==> src/rtl/isc_pkg.sv <==
// Package: shared address map and sizes for the interrupt status controller.
// Assumes a two-bit register address; all other widths come from parameters.
package isc_pkg;
    localparam int ADDR_W = 2;

    typedef enum logic [ADDR_W-1:0] {
        REG_STATUS = 2'd0,
        REG_MASK   = 2'd1,
        REG_MODE   = 2'd2,
        REG_NONE   = 2'd3
    } isc_reg_e;
endpackage

==> src/rtl/isc_bus_decode.sv <==
// Module: isc_bus_decode
// Turns single-cycle bus accesses into per-register write strobes and
// selects read data. Assumes a write lasts one sampled cycle; reads have
// no side effects and are combinational from the address.
module isc_bus_decode
    import isc_pkg::*;
#(
    parameter int N_SRC = 8
) (
    input  logic                 clk,
    input  logic                 rst_n,
    input  logic                 sel_i,
    input  logic                 we_i,
    input  logic [ADDR_W-1:0]    addr_i,
    input  logic [N_SRC-1:0]     status_i,
    input  logic [N_SRC-1:0]     mask_i,
    input  logic [N_SRC-1:0]     mode_i,
    output logic                 status_we_o,
    output logic                 mask_we_o,
    output logic                 mode_we_o,
    output logic [N_SRC-1:0]     rdata_o
);
    logic     wr_ok;
    isc_reg_e reg_sel;

    assign wr_ok   = sel_i && we_i;
    assign reg_sel = isc_reg_e'(addr_i);

    // Write strobe decode: one register per sampled write.
    always_comb begin
        status_we_o = 1'b0;
        mask_we_o   = 1'b0;
        mode_we_o   = 1'b0;
        if (wr_ok) begin
            case (reg_sel)
                REG_STATUS: status_we_o = 1'b1;
                REG_MASK:   mask_we_o   = 1'b1;
                REG_MODE:   mode_we_o   = 1'b1;
                default:    ;
            endcase
        end
    end

    // Read data selection; unused address returns zero.
    always_comb begin
        case (reg_sel)
            REG_STATUS: rdata_o = status_i;
            REG_MASK:   rdata_o = mask_i;
            REG_MODE:   rdata_o = mode_i;
            default:    rdata_o = '0;
        endcase
    end

    // At most one register is written per cycle.
    assert_one_strobe_R9: assert property (@(posedge clk) disable iff (!rst_n)
        $onehot0({status_we_o, mask_we_o, mode_we_o}));
endmodule

==> src/rtl/isc_src_cell.sv <==
// Module: isc_src_cell
// One interrupt source: registers the input, keeps the previous sample,
// holds the per-source mode bit and the edge latch, and forms the status
// bit. Assumes src_i is synchronous to clk.
module isc_src_cell (
    input  logic clk,
    input  logic rst_n,
    input  logic src_i,
    input  logic mode_we_i,
    input  logic mode_d_i,
    input  logic clr_we_i,
    input  logic clr_d_i,
    output logic edge_mode_o,
    output logic status_o
);
    logic smp_q;
    logic prev_q;
    logic mode_q;
    logic latch_q;
    logic rise;
    logic clr_hit;
    logic past_ok_q;

    assign rise    = smp_q && !prev_q;
    assign clr_hit = clr_we_i && clr_d_i;

    // Input sampling and previous-sample history.
    always_ff @(posedge clk) begin
        if (!rst_n) begin
            smp_q  <= 1'b0;
            prev_q <= 1'b0;
        end else begin
            smp_q  <= src_i;
            prev_q <= smp_q;
        end
    end

    // Trigger mode bit: 1 selects edge, 0 selects level.
    always_ff @(posedge clk) begin
        if (!rst_n)         mode_q <= 1'b0;
        else if (mode_we_i) mode_q <= mode_d_i;
    end

    // Edge latch: a detected rise beats a same-cycle clear; idle in level mode.
    always_ff @(posedge clk) begin
        if (!rst_n)       latch_q <= 1'b0;
        else if (!mode_q) latch_q <= 1'b0;
        else if (rise)    latch_q <= 1'b1;
        else if (clr_hit) latch_q <= 1'b0;
    end

    // Marks that one sample has been taken since reset.
    always_ff @(posedge clk) begin
        if (!rst_n) past_ok_q <= 1'b0;
        else        past_ok_q <= 1'b1;
    end

    assign edge_mode_o = mode_q;
    assign status_o    = mode_q ? latch_q : smp_q;

    // Level bit equals the input one clock earlier.
    assert_level_follows_R2: assert property (@(posedge clk) disable iff (!rst_n)
        (past_ok_q && !mode_q) |-> (status_o == $past(src_i)));

    // A write-1 with no new edge clears an edge bit that stays in edge mode.
    assert_edge_clear_R5: assert property (@(posedge clk) disable iff (!rst_n)
        (mode_q && !(mode_we_i && !mode_d_i) && clr_hit && !(smp_q && !prev_q))
        |=> !status_o);

    // A set edge bit holds when not cleared and still in edge mode.
    assert_edge_hold_R5: assert property (@(posedge clk) disable iff (!rst_n)
        (mode_q && !(mode_we_i && !mode_d_i) && status_o && !clr_hit) |=> status_o);

    // A detected rise sets the bit even against a clear.
    assert_set_wins_R6: assert property (@(posedge clk) disable iff (!rst_n)
        (mode_q && !(mode_we_i && !mode_d_i) && smp_q && !prev_q) |=> status_o);
endmodule

==> src/rtl/isc_mask_irq.sv <==
// Module: isc_mask_irq
// Holds the mask register and forms the combined request line. Assumes
// the status word arrives from registers, so irq_o has no input path.
module isc_mask_irq #(
    parameter int N_SRC = 8
) (
    input  logic             clk,
    input  logic             rst_n,
    input  logic             mask_we_i,
    input  logic [N_SRC-1:0] mask_d_i,
    input  logic [N_SRC-1:0] status_i,
    output logic [N_SRC-1:0] mask_o,
    output logic             irq_o
);
    logic [N_SRC-1:0] mask_q;

    // Mask register, cleared by reset.
    always_ff @(posedge clk) begin
        if (!rst_n)         mask_q <= '0;
        else if (mask_we_i) mask_q <= mask_d_i;
    end

    assign mask_o = mask_q;
    assign irq_o  = |(status_i & mask_q);

    // Writing an all-zero mask silences the request line next cycle.
    assert_mask_off_R8: assert property (@(posedge clk) disable iff (!rst_n)
        (mask_we_i && (mask_d_i == '0)) |=> !irq_o);
endmodule

==> src/rtl/isc_ctrl.sv <==
// Module: isc_ctrl (top)
// Mixed-mode interrupt status controller: one status bit per source, each
// source level- or edge-triggered, edge bits cleared by writing 1, and a
// masked combined request. Assumes synchronous inputs and one-cycle writes.
module isc_ctrl
    import isc_pkg::*;
#(
    parameter int N_SRC = 8
) (
    input  logic                 clk,
    input  logic                 rst_n,
    input  logic [N_SRC-1:0]     src_i,
    input  logic                 bus_sel_i,
    input  logic                 bus_we_i,
    input  logic [ADDR_W-1:0]    bus_addr_i,
    input  logic [N_SRC-1:0]     bus_wdata_i,
    output logic [N_SRC-1:0]     bus_rdata_o,
    output logic [N_SRC-1:0]     status_o,
    output logic                 irq_o
);
    logic             status_we;
    logic             mask_we;
    logic             mode_we;
    logic [N_SRC-1:0] mask_w;
    logic [N_SRC-1:0] mode_w;
    logic [N_SRC-1:0] status_w;

    isc_bus_decode #(.N_SRC(N_SRC)) u_dec (
        .clk         (clk),
        .rst_n       (rst_n),
        .sel_i       (bus_sel_i),
        .we_i        (bus_we_i),
        .addr_i      (bus_addr_i),
        .status_i    (status_w),
        .mask_i      (mask_w),
        .mode_i      (mode_w),
        .status_we_o (status_we),
        .mask_we_o   (mask_we),
        .mode_we_o   (mode_we),
        .rdata_o     (bus_rdata_o)
    );

    for (genvar i = 0; i < N_SRC; i++) begin : g_src
        isc_src_cell u_cell (
            .clk         (clk),
            .rst_n       (rst_n),
            .src_i       (src_i[i]),
            .mode_we_i   (mode_we),
            .mode_d_i    (bus_wdata_i[i]),
            .clr_we_i    (status_we),
            .clr_d_i     (bus_wdata_i[i]),
            .edge_mode_o (mode_w[i]),
            .status_o    (status_w[i])
        );
    end

    isc_mask_irq #(.N_SRC(N_SRC)) u_irq (
        .clk       (clk),
        .rst_n     (rst_n),
        .mask_we_i (mask_we),
        .mask_d_i  (bus_wdata_i),
        .status_i  (status_w),
        .mask_o    (mask_w),
        .irq_o     (irq_o)
    );

    assign status_o = status_w;
endmodule

==> config.mk <==
export PLATFORM = sky130hd
export DESIGN_NAME = isc_ctrl
export DESIGN_NICKNAME = d
export VERILOG_FILES = /design/src/rtl/isc_pkg.sv /design/src/rtl/isc_bus_decode.sv /design/src/rtl/isc_src_cell.sv /design/src/rtl/isc_mask_irq.sv /design/src/rtl/isc_ctrl.sv
export SDC_FILE = /design/constraint.sdc
export NUM_CORES = 1
export LEC_CHECK = 0
export BUFFER_PORTS_ARGS = -buffer_cell sky130_fd_sc_hd__buf_2
export CORE_MARGIN = 2
export CORE_UTILIZATION = 55
export CTS_CLUSTER_SIZE = 8
export DETAILED_ROUTE_END_ITERATION = 10
export HOLD_SLACK_MARGIN = 0.02
export MAX_ROUTING_LAYER = met4
export PLACE_DENSITY_LB_ADDON = 0.12
export SYNTH_ARGS = -nofsm -noshare
export SYNTH_HDL_FRONTEND = slang
export SYNTH_HIERARCHICAL = 1
export SYNTH_SLANG_ARGS = --single-unit
==> constraint.sdc <==
create_clock -name clk -period 3 [get_ports clk]
set_input_delay 0.6 -clock clk [delete_from_list [all_inputs] [get_ports clk]]
set_output_delay 0.6 -clock clk [all_outputs]
set_load 0.02 [all_outputs]
Word level (Yosys, flattened, before mapping):

Index checks and enable logic that the tools add are counted.

* $add $sub $neg: 0
* multiply operators: 0
* div/mod/pow operators: 0
* magnitude comparators: 0
* eq/ne operators: 2
* shifts and indexed selects: 0
* muxes and demuxes: 31
* bitwise gates (word level): 1
* reductions and logical operators: 43

Operators with widths (number)
* two-way mux 1 bit: 30
* one-hot mux 8 bit (3 select lines): 1
* logical AND 1 bit: 17
* AND reduction 2 bit: 8
* nonzero test 2 bit: 8
* AND 8 bit: 1
* zero test 1 bit: 8
* OR reduction 8 bit: 1
* equality test 2 x 1 -> 1 bit (second input constant): 1
* equality test 2 bit (second input constant): 1
* zero test 2 bit: 1

* register bits after elaboration: 40
* bits in latches: 0
* RAM bits: 0
* bits in read-only memories: 0
* input bits: 22
* memories: 0

Depth between registers and ports, before layout:

* depth in word-level cells: 6
* gate-level depth with buffers: 5
* depth with buffers taken out: 4

Hierarchy:

Netlist, hierarchy kept.

By module, submodules not included
* isc_src_cell: instances 8, cells each 12, area an instance 151.4 um^2, sequential area each 80.1 um^2
* isc_mask_irq: instances 1, cells each 30, area an instance 337.8 um^2, sequential area each 160.2 um^2
* isc_bus_decode: instances 1, cells each 24, area an instance 206.4 um^2, sequential area each 0.0 um^2

Worst setup path after synthesis:

OpenSTA, ideal clock, no wires.

* path kind: input to register
* from: in bus_addr_i[0]
* to: reg g_src[0].u_cell.mode_q
* setup time: 0.116 ns
* data arrival time: 1.976 ns
* data required time: 2.884 ns
* path slack: 0.907 ns
* stages on the path: 4
* buffers on the path: 1
* path through: buf_6 nor3b_1 mux2i_1 nor2b_1

* cells in the longest elaborated chain, start to end: 3

Ends and longest elaborated chain
* from (decl): RTL line isc_ctrl.sv:15 `input logic [ADDR_W-1:0] bus_addr_i,`
* equality test 2 bit: RTL line isc_bus_decode.sv:35 `case (reg_sel)`
* two-way mux 1 bit: RTL line isc_bus_decode.sv:35
* two-way mux 1 bit: RTL line isc_bus_decode.sv:34 `if (wr_ok) begin`
* via mode_we: RTL line isc_ctrl.sv:23 `logic mode_we;`
* to (signal assigned): RTL line isc_src_cell.sv:41 `else if (mode_we_i) mode_q <= mode_d_i;`
* to (decl): RTL line isc_src_cell.sv:18 `logic mode_q;`

The timed path passes the listed nets, and every way through them passes these cells.
A chain may end at the register's enable or synchronous reset.

Final worst setup path:

* from: reg g_src[4].u_cell.mode_q
* to: out irq_o

* cells in the longest elaborated chain, start to end: 3

Ends and longest elaborated chain
* from (decl): RTL line isc_src_cell.sv:18
* from (signal assigned): RTL line isc_src_cell.sv:41
* two-way mux 1 bit: RTL line isc_src_cell.sv:59 `assign status_o = mode_q ? latch_q : smp_q;`
* AND 8 bit: RTL line isc_mask_irq.sv:24 `assign irq_o = |(status_i & mask_q);`
* OR reduction 8 bit: RTL line isc_mask_irq.sv:24
* to (decl): RTL line isc_ctrl.sv:19 `output logic irq_o`

No other way between the ends.

==> metrics.md <==
| Metric | Value |
|---|---|
| Status | `finished, final reports clean` |
| Register Area | `801 um^2` |
| Share of the synthesized area in the top cell type | `0.456` |
| Yosys reg bits | `40` |
| Initial drt markers | `30` |
| Vias | `1275` |
| Mean post-synth cell area | `11.7 um^2` |
| Synth warn | `6` |
| Clock net sink count | `40` |
| Synth top area cells | `dfxtp_1 (46%), mux2i_1 (14%), nor2b_4 (6.3%), nor2b_1 (6.1%), and2_1 (5.7%)` |
| Fraction of synthesized area in multiplexers | `0.188` |
| Routed len/inst | `14.2 um` |
| Clock Path Buffers | `2` |
| Post-CTS resize count | `0` |
| Die X | `60.5 um` |
| Die Y | `60.5 um` |
| Vias per cell | `5.27` |
| Main flop type after synthesis | `dfxtp_1` |
| H-tree level count | `2` |
| Mapped Nets | `172` |
| Largest family of logic cells by synthesized area | `simple AND/OR/NAND/NOR gates` |
| Routability congestion estimate | `0.733` |
| Initial Util | `0.575` |
| Mapped Area | `0.00176 mm^2` |
| Finish-stage setup viols | `0` |
| Synth async-reset ratio | `0` |
| Crit path DAT | `1700 ps` |
| DP HPWL | `2480 um` |
| Worst VDD drop | `0.000358 V` |
| Period utilisation layout | `0.767` |
| Simple-gate share of the synthesized area | `0.200` |
| Power per cell area | `497 mW/mm^2` |
| GRT Overall Usage | `0.223` |
| Post-Syn Instances | `150` |
| Clock Skews | `16.4 ps` |
| Drt pass-1 iters | `4` |
| Req. time, crit path | `2400 ps` |
| Max Cap Viol | `0` |
| Setup TNS | `0 ps` |
| Pin count of the biggest net entering global routing | `41` |
| Dpl cells | `234` |
| DRT Wirelength | `3440 um` |
| Area of the multi-input gates | `922 um^2` |
| Die ar. | `0.00366 mm^2` |
| # diodes | `0` |
| Synth cell count leaders | `dfxtp_1 (40), mux2i_1 (24), nor2b_1 (17), and2_1 (16)` |
| Max Clk Rate | `435 MHz` |
| CTS tree | `done` |
| Post-synth EDFFs | `0` |
| Row count | `20` |
| Gr ovfl total | `0` |
| Pleak | `0.956 nW` |
| Filler cell count | `259` |
| Initial antenna violation count | `0` |
| Final Max Tran Viols | `0` |
| Post-synthesis sequential area ratio | `0.456` |
| Worst skew pair latency | `350 ps` |
| Synth Area in Compound Gates | `0.137` |
| Post-synthesis xor/xnor area fraction | `0` |
| Setup Fix Bufs, Post-CTS | `0` |
| I/O pin count | `39` |
| Clock transition at path regs | `120 ps` |
| Remaining antenna violation count | `0` |
| Startpoint types | `flip-flop` |
| Max Fanout on Critical Path | `4` |
| Vias in the first global route | `1217` |
| Layout area overhead | `19.8%` |
| Final hold violations | `0` |
| CTS Hold Buffers Added | `0` |
| Most used standard cell by instance count after synthesis | `dfxtp_1` |
| Drc violations | `0` |
| Final Core Density | `0.689` |
| Fin crit period | `2300 ps` |
| Proportion of layout cells with a drive suffix above 1 | `0.308` |
| Clk root buf | `clkbuf_4` |
| Critical path type | `reg -> out` |
| Worst hold-check path type | `in -> reg` |
| Slew of the pin with the lowest slew margin | `643 ps` |
| Synth area leader | `dfxtp_1` |
| Post-synthesis adder-cell area fraction | `0` |
| First-pass GRT wire length | `5650 um` |
| Post-synth cell types | `17` |
| Final Instance Count excl. Fillers | `242` |
| Hold WS | `442 ps` |
| Number of buffers created by CTS | `5` |
| RSZ-0062 raised after global routing | `false` |
| CP Capture Type | `primary output` |
| Core area | `0.00305 mm^2` |
| Fin nets | `219` |
| I/O Buffers | `38` |
| Max-slew headroom | `0.568` |
-- where the power goes --
group	total, W	internal [W]	switching, W	leakage, nW
logic	0.000111	0.0000531	0.0000581	0.581
clock network	0.000375	0.000200	0.000176	0.0484
registers	0.000558	0.000546	0.0000116	0.326
-- worst max-delay path: stages (launching register included) --
cell     delay [ps]
dfxtp_1         400
mux2_1          380
a22oi_1         250
nand4_1         130
buf_2           180
-- per-layer routing --
metal / wire (um) / vias up / global-route usage
met5: 0 / - / -
met1: 1620 / 607 / 0.280
met3: 154 / 5 / 0.0768
li1: - / 631 / -
met4: 46 / 0 / 0.0652
met2: 1620 / 32 / 0.340
-- final timing paths --
| check | endpoint | slack, ps | start | depth (start not counted) |
|---|---|---|---|---|
| worst max register to register | g_src[6].u_cell/latch_q$_SDFFE_PN0P_ | 2220 | g_src[6].u_cell/latch_q$_SDFFE_PN0P_ | 2 |
| worst max-delay path | irq_o | 700 | g_src[4].u_cell/edge_mode_o$_SDFFE_PN0P_ | 4 |
| worst min register to register | g_src[2].u_cell/prev_q$_SDFF_PN0_ | 490 | g_src[2].u_cell/smp_q$_SDFF_PN0_ | 1 |
| worst min-delay path | g_src[4].u_cell/smp_q$_SDFF_PN0_ | 440 | src_i[4] | 2 |
-- cell type report --
| cell class | count | share of cell area |
|---|---|---|
| Multi-Input combinational cell | 106 | 0.438 |
| Sequential cell | 40 | 0.381 |
| Timing Repair Buffer | 44 | 0.112 |
| Tap cell | 44 | 0.0262 |
| Clock buffer | 6 | 0.0244 |
| Clock inverter | 2 | 0.0184 |
-- cells in the final DEF, fill, tap and decap left out --
cell / n
nor2b_1: 17
nand2_1: 1
buf_2: 38
a21boi_0: 8
o2bb2ai_1: 8
clkinv_4: 1
a22oi_1: 4
nor2b_4: 8
nor3b_1: 1
clkbuf_4: 5
nor3_1: 1
mux2i_1: 24
bufinv_16: 1
dfxtp_1: 40
o211a_1: 8
and2_1: 16
nor3b_2: 1
mux2_1: 8
buf_4: 6
clkbuf_8: 1
nand4_1: 1
-- kinds of logic after synthesis --
logic type             count (synthesis)
AOI/OAI and AO/OA                     28
buffers and inverters                  4
DFF                                   40
muxes                                 32
and+or+nand+nor                       46
-- through the flow --
stage,area [um^2],setup WS [ps],power [W]
finish,2100,699,0.00104
global route,2100,639,0.00109
CTS,2100,715,0.00106
detailed placement,2010,904,0.000681
global placement,2010,894,0.000677
floorplan,1760,907,0.000636
-- sequential cells by signal (all words and copies together) (netlist names) --
name,count
g_src.u_cell/edge_mode_o,8
u_irq/mask_o,8
g_src.u_cell/latch_q,8
g_src.u_cell/smp_q,8
g_src.u_cell/prev_q,8
No activity file was read; power rests on OpenSTA's default activity.
